--- src/rtl/pwm_shadow_pkg.sv ---
package pwm_shadow_pkg;
  localparam int NUM_CH = 4;
  localparam int CMP_W  = 10;
  localparam int REG_W  = 8;
  localparam int ADDR_W = 3;
  localparam int HI_W   = CMP_W - REG_W;

  // strobes from control to datapath
  typedef struct packed {
    logic              run;
    logic              load;
    logic              pend;
    logic [NUM_CH-1:0] inv;
  } pwmStrobe_t;
endpackage

--- src/rtl/pwm_shadow_ctrl.sv ---
module pwm_shadow_ctrl
  import pwm_shadow_pkg::*;
(
  input  logic                 clk,
  input  logic                 rstN,
  input  logic                 wrEn,
  input  logic [ADDR_W-1:0]    regAddr,
  input  logic [REG_W-1:0]     wrData,
  input  logic                 atZero,
  output logic [REG_W-1:0]     rdData,
  output logic [CMP_W-1:0]     shCmp [NUM_CH],
  output logic [CMP_W-1:0]     shRld,
  output pwmStrobe_t           strobe
);
  localparam int A_HI  = NUM_CH;
  localparam int A_RLO = NUM_CH + 1;
  localparam int A_RHI = NUM_CH + 2;
  localparam int A_CTL = NUM_CH + 3;
  localparam int PAD_C = REG_W - 2 - NUM_CH;

  logic [REG_W-1:0]  cmpLo [NUM_CH];
  logic [REG_W-1:0]  cmpHi;
  logic [REG_W-1:0]  rldLo;
  logic [HI_W-1:0]   rldHi;
  logic              runQ, xferQ;
  logic [NUM_CH-1:0] invQ;
  logic              loadNow;

  assign loadNow = runQ && xferQ && atZero;

  for (genvar ch = 0; ch < NUM_CH; ch++) begin : g_lo
    always_ff @(posedge clk) begin
      if (!rstN) cmpLo[ch] <= '0;
      else if (wrEn && regAddr == ADDR_W'(ch)) cmpLo[ch] <= wrData;
    end
    assign shCmp[ch] = {cmpHi[HI_W*ch +: HI_W], cmpLo[ch]};
  end

  always_ff @(posedge clk) begin
    if (!rstN) begin
      cmpHi <= '0;
      rldLo <= '0;
      rldHi <= '0;
      runQ  <= 1'b0;
      xferQ <= 1'b0;
      invQ  <= '0;
    end else begin
      if (wrEn && regAddr == ADDR_W'(A_HI))  cmpHi <= wrData;
      if (wrEn && regAddr == ADDR_W'(A_RLO)) rldLo <= wrData;
      if (wrEn && regAddr == ADDR_W'(A_RHI)) rldHi <= wrData[HI_W-1:0];
      if (wrEn && regAddr == ADDR_W'(A_CTL)) begin
        runQ  <= wrData[0];
        xferQ <= wrData[1];
        invQ  <= wrData[2 +: NUM_CH];
      end else if (loadNow) begin
        xferQ <= 1'b0;
      end
    end
  end

  assign shRld = {rldHi, rldLo};

  always_comb begin
    rdData = '0;
    for (int ch = 0; ch < NUM_CH; ch++)
      if (regAddr == ADDR_W'(ch)) rdData = cmpLo[ch];
    if (regAddr == ADDR_W'(A_HI))  rdData = cmpHi;
    if (regAddr == ADDR_W'(A_RLO)) rdData = rldLo;
    if (regAddr == ADDR_W'(A_RHI)) rdData = {{(REG_W-HI_W){1'b0}}, rldHi};
    if (regAddr == ADDR_W'(A_CTL)) rdData = {{PAD_C{1'b0}}, invQ, xferQ, runQ};
  end

  assign strobe.run  = runQ;
  assign strobe.load = loadNow;
  assign strobe.pend = xferQ;
  assign strobe.inv  = invQ;
endmodule

--- src/rtl/pwm_shadow_dp.sv ---
module pwm_shadow_dp
  import pwm_shadow_pkg::*;
(
  input  logic              clk,
  input  logic              rstN,
  input  pwmStrobe_t        strobe,
  input  logic [CMP_W-1:0]  shCmp [NUM_CH],
  input  logic [CMP_W-1:0]  shRld,
  output logic              atZero,
  output logic [CMP_W-1:0]  cntVal,
  output logic [CMP_W-1:0]  wrkRld,
  output logic [NUM_CH-1:0] pwmOut
);
  localparam logic [CMP_W-1:0] CMP_LOW = '1;

  logic [CMP_W-1:0]  cntQ, rldQ;
  logic [CMP_W-1:0]  cmpQ  [NUM_CH];
  logic [CMP_W-1:0]  cmpNx [NUM_CH];
  logic [CMP_W-1:0]  rldNx;
  logic [NUM_CH-1:0] rawQ, rawNx, outQ;
  logic              underflow;

  assign atZero    = (cntQ == '0);
  assign underflow = strobe.run && atZero;
  assign rldNx     = strobe.load ? shRld : rldQ;

  for (genvar ch = 0; ch < NUM_CH; ch++) begin : g_ch
    assign cmpNx[ch] = strobe.load ? shCmp[ch] : cmpQ[ch];

    always_comb begin
      rawNx[ch] = rawQ[ch];
      if (strobe.run) begin
        if (underflow)                rawNx[ch] = (cmpNx[ch] != CMP_LOW);
        else if (cntQ == cmpQ[ch])    rawNx[ch] = 1'b0;
      end
    end

    always_ff @(posedge clk) begin
      if (!rstN) begin
        cmpQ[ch] <= '0;
        rawQ[ch] <= 1'b0;
        outQ[ch] <= 1'b0;
      end else if (strobe.run) begin
        cmpQ[ch] <= cmpNx[ch];
        rawQ[ch] <= rawNx[ch];
        outQ[ch] <= rawNx[ch] ^ strobe.inv[ch];
      end
    end
  end

  always_ff @(posedge clk) begin
    if (!rstN) begin
      cntQ <= '0;
      rldQ <= '0;
    end else if (strobe.run) begin
      rldQ <= rldNx;
      cntQ <= underflow ? rldNx : cntQ - 1'b1;
    end
  end

  assign cntVal = cntQ;
  assign wrkRld = rldQ;
  assign pwmOut = outQ;
endmodule

--- src/rtl/pwm_shadow_gen.sv ---
module pwm_shadow_gen
  import pwm_shadow_pkg::*;
(
  input  logic              clk,
  input  logic              rstN,
  input  logic              wrEn,
  input  logic [ADDR_W-1:0] regAddr,
  input  logic [REG_W-1:0]  wrData,
  output logic [REG_W-1:0]  rdData,
  output logic [NUM_CH-1:0] pwmOut
);
  pwmStrobe_t       strobe;
  logic             atZero;
  logic [CMP_W-1:0] shCmp [NUM_CH];
  logic [CMP_W-1:0] shRld, cntVal, wrkRld;

  pwm_shadow_ctrl u_ctrl (
    .clk(clk), .rstN(rstN), .wrEn(wrEn), .regAddr(regAddr), .wrData(wrData),
    .atZero(atZero), .rdData(rdData), .shCmp(shCmp), .shRld(shRld), .strobe(strobe)
  );

  pwm_shadow_dp u_dp (
    .clk(clk), .rstN(rstN), .strobe(strobe), .shCmp(shCmp), .shRld(shRld),
    .atZero(atZero), .cntVal(cntVal), .wrkRld(wrkRld), .pwmOut(pwmOut)
  );
endmodule

--- config.mk ---
export PLATFORM = sky130hd
export DESIGN_NAME = pwm_shadow_gen
export DESIGN_NICKNAME = d
export VERILOG_FILES = /design/src/rtl/pwm_shadow_pkg.sv /design/src/rtl/pwm_shadow_ctrl.sv /design/src/rtl/pwm_shadow_dp.sv /design/src/rtl/pwm_shadow_gen.sv
export SDC_FILE = /design/constraint.sdc
export NUM_CORES = 1
export LEC_CHECK = 0
export BUFFER_PORTS_ARGS = -buffer_cell sky130_fd_sc_hd__buf_2
export CAP_MARGIN = 20
export CORE_MARGIN = 3
export CORE_UTILIZATION = 50
export DETAILED_ROUTE_END_ITERATION = 16
export GPL_ROUTABILITY_DRIVEN = 0
export GPL_TIMING_DRIVEN = 0
export PLACE_DENSITY = 0.67
export SETUP_SLACK_MARGIN = 0.2
export SYNTH_ARGS = -nofsm -noshare
export SYNTH_HDL_FRONTEND = slang
export SYNTH_SLANG_ARGS = --single-unit
export TNS_END_PERCENT = 10
--- constraint.sdc ---
create_clock -name clk -period 6.6 [get_ports clk]
set_clock_uncertainty 0.05 [all_clocks]
set_input_delay 0.99 -clock clk [delete_from_list [all_inputs] [get_ports clk]]
set_output_delay 0.99 -clock clk [all_outputs]
set_load 0.005 [all_outputs]
==> out/summary.txt <==
I/O pins -> 26
fin worst setup slack -> 2780 ps
Pwr Density -> 257 nW/µm²
area leader, netlist -> edfxtp_1
Final Net Count -> 744
worst vdd ir -> 0.000214 V
Antenna Nets Post-Route -> 0
Syn. warnings -> 0
clock latency on the worst-skew pair -> 430 ps
clock slew seen by the registers of the worst setup and hold paths -> 50 ps
DP Cell Count -> 878
Slew Viols, Final -> 0
Mapped Cells -> 683
Crit. End Element -> primary output
Area growth, synth to finish -> 14.2%
cts bufs inserted -> 17
root buf cell -> clkbuf_16
Initial Util -> 51.4%
IO buf count -> 23
crit path launch type -> input port
share of cells above drive strength 1 -> 10.3%
CTS max path bufs -> 2
area share of the largest cell type after synthesis -> 33.1%
CTS tree -> yes
vias -> 5545
Synth cell types -> 47
final cell count without fillers -> 913
Core Util, Final -> 58.7%
Seq cells post-synth -> 124
Final HPWL DP -> 14300 µm
WP data required -> 5560 ps
asr flop ratio synth -> 0%
total power draw -> 1.92 mW
die height -> 120 µm
post-CTS setup buffers -> 0
die width -> 120 µm
Hold Vio Cnt, Final -> 0
Syn Std Cell Area -> 6540 µm²
number of DRC markers in iteration 0 -> 631
WL final -> 19800 µm
initial antenna violation count -> 0
worst min-delay path class -> flop to flop
EDFF count, synth -> 72
Top FF cell, synth -> edfxtp_1
max-cap violations -> 0
vias in the first global route -> 5341
pre-CTS WS -> 2790 ps
Slew @ Worst Pin -> 1130 ps
std cell rows -> 41
Final setup viols -> 0
setup_tns -> 0 ps
pin count of the biggest net entering global routing -> 41
syn nets -> 699
filler instances -> 1132
routed len/inst -> 21.6 µm
dpl cell area -> 6870 µm²
ANT cells -> 0
vias per inst -> 6.07
Avg Synthesized Cell Area -> 9.57 µm²
Crit Path Max Fanout -> 10
Sink Count -> 124
status -> complete, no violations
post-cts sizing count -> 0
first-pass GRT wire length -> 30500 µm
Lkg Pwr -> 2.65 nW
min Tclk post-route -> 3820 ps
Seq. cell area -> 3200 µm²
Final Instance Area -> 7470 µm²
fmax -> 262 MHz
Max H-tree Level -> 4
gr usage total -> 28.1%
crit share post-route -> 57.8%
total global routing overflow -> 0
Fin Hold WS -> 424 ps
multi-input logic area -> 3130 µm²
Die ar. -> 14500 µm²
sequential area share after synthesis -> 49.0%
core area -> 12700 µm²
arrival time worst endpoint -> 2780 ps
hold_buf cts -> 0
DR DRC count -> 0
Rel. slew slack -> 23.9%
drt pass-1 iters -> 5
WS Path Type -> input port to primary output
top cells by area, synth -> edfxtp_1 (33%), dfxtp_1 (16%), nand2_1 (8.3%), xnor2_1 (4.6%), mux2i_1 (4.0%)
RSZ-0062 raised after global routing -> no
## cell type report
| class | instances | share of cell area, % |
|---|---|---|
| Clock inverter | 13 | 2.01 |
| Timing Repair Buffer | 26 | 1.74 |
| Inverter | 4 | 0.201 |
| Multi-Input combinational cell | 509 | 41.9 |
| Buffer | 46 | 2.51 |
| Tap cell | 172 | 2.88 |
| Sequential cell | 124 | 42.9 |
| Clock buffer | 19 | 5.80 |
## cell families (layout without fill, tap and decap cells)
logic type | after synthesis | after routing | synth area share (%)
multiplexers | 39 | 39 | 7.43
buffers and inverters | 50 | 108 | 3.10
adder cells (fa/ha/maj) | 2 | 2 | 0.383
flip-flops | 124 | 124 | 49.0
XOR/XNOR | 42 | 42 | 5.63
AND/OR/NAND/NOR | 302 | 302 | 22.8
AO/OA/AOI/OAI | 124 | 124 | 11.7
## cell usage in the layout (no fill, tap or decap), drive strengths merged, types with 7 or more instances in the layout
cell,n
nand2,145
edfxtp,72
clkbuf,57
dfxtp,52
a21oi,51
and2,37
xnor2,34
buf,34
a21boi,28
mux2i,26
nand4,22
nor2b,21
nand3,21
o21ai,20
nor2,16
nor3,10
clkinv,10
and3,9
xor2,8
mux4,7
## report_power, final
| part | switching [mW] | leakage, nW | internal (mW) |
|---|---|---|---|
| sequential | 0.0363 | 1.14 | 0.848 |
| clock | 0.346 | 0.283 | 0.587 |
| combinational | 0.0630 | 1.22 | 0.0423 |
| total | 0.445 | 2.65 | 1.48 |
## Yosys cell counts, drive strengths merged, types with 3 or more instances
cell type and n:
clkbuf 37, nand3b 3, nand2b 4, nor3b 3
o31ai 3, nor4 5, mux4 7, o41ai 3
edfxtp 72, nor3 10, dfxtp 52, nand4 22
xnor2 34, nand2 145, buf 9, a21oi 51
o21ai 20, xor2 8, nor2 16, mux2i 26
a22oi 6, a32oi 4, inv 3, and2 37
a21boi 28, nor2b 21, nand3 21, mux2 6
and3 9
## registers in the layout, indices dropped and copies added (netlist names), 2 cells and up
signal / flops
u_dp.wrkRld: 10
u_ctrl.rldHi: 2
u_dp.cmpQ: 40
u_ctrl.rldLo: 8
u_ctrl.cmpHi: 8
u_dp.cntVal: 10
u_dp.pwmOut: 4
u_dp.rawQ: 4
u_ctrl.cmpLo: 32
u_ctrl.invQ: 4
## metal layers
| metal | part of all wire [%] | global-route usage, % | up-vias |
|---|---|---|---|
| met5 | 0 | 0 | - |
| met2 | 47 | 43.8 | 325 |
| li1 | - | - | 2518 |
| met1 | 40 | 37.8 | 2645 |
| met4 | 3.3 | 13.4 | 0 |
| met3 | 9.7 | 5.61 | 57 |
## worst paths after layout
check	start	endpoint	slack, ps	depth (start not counted)
setup / recovery	regAddr[0]	rdData[1]	2780	6
hold reg to reg	u_dp.pwmOut[3]$_SDFFE_PN0P_	u_dp.pwmOut[3]$_SDFFE_PN0P_	420	2
hold / removal	u_dp.pwmOut[3]$_SDFFE_PN0P_	u_dp.pwmOut[3]$_SDFFE_PN0P_	420	2
setup reg to reg	u_dp.cntVal[0]$_SDFFE_PN0P_	u_dp.rawQ[2]$_SDFFE_PN0P_	3630	9
## critical path, cell delays in order
cell and delay, ps:
buf_2 90, buf_2 280, buf_1 540, mux4_2 430, mux2_2 300, buf_2 130
No activity file was read; power rests on OpenSTA's default activity.
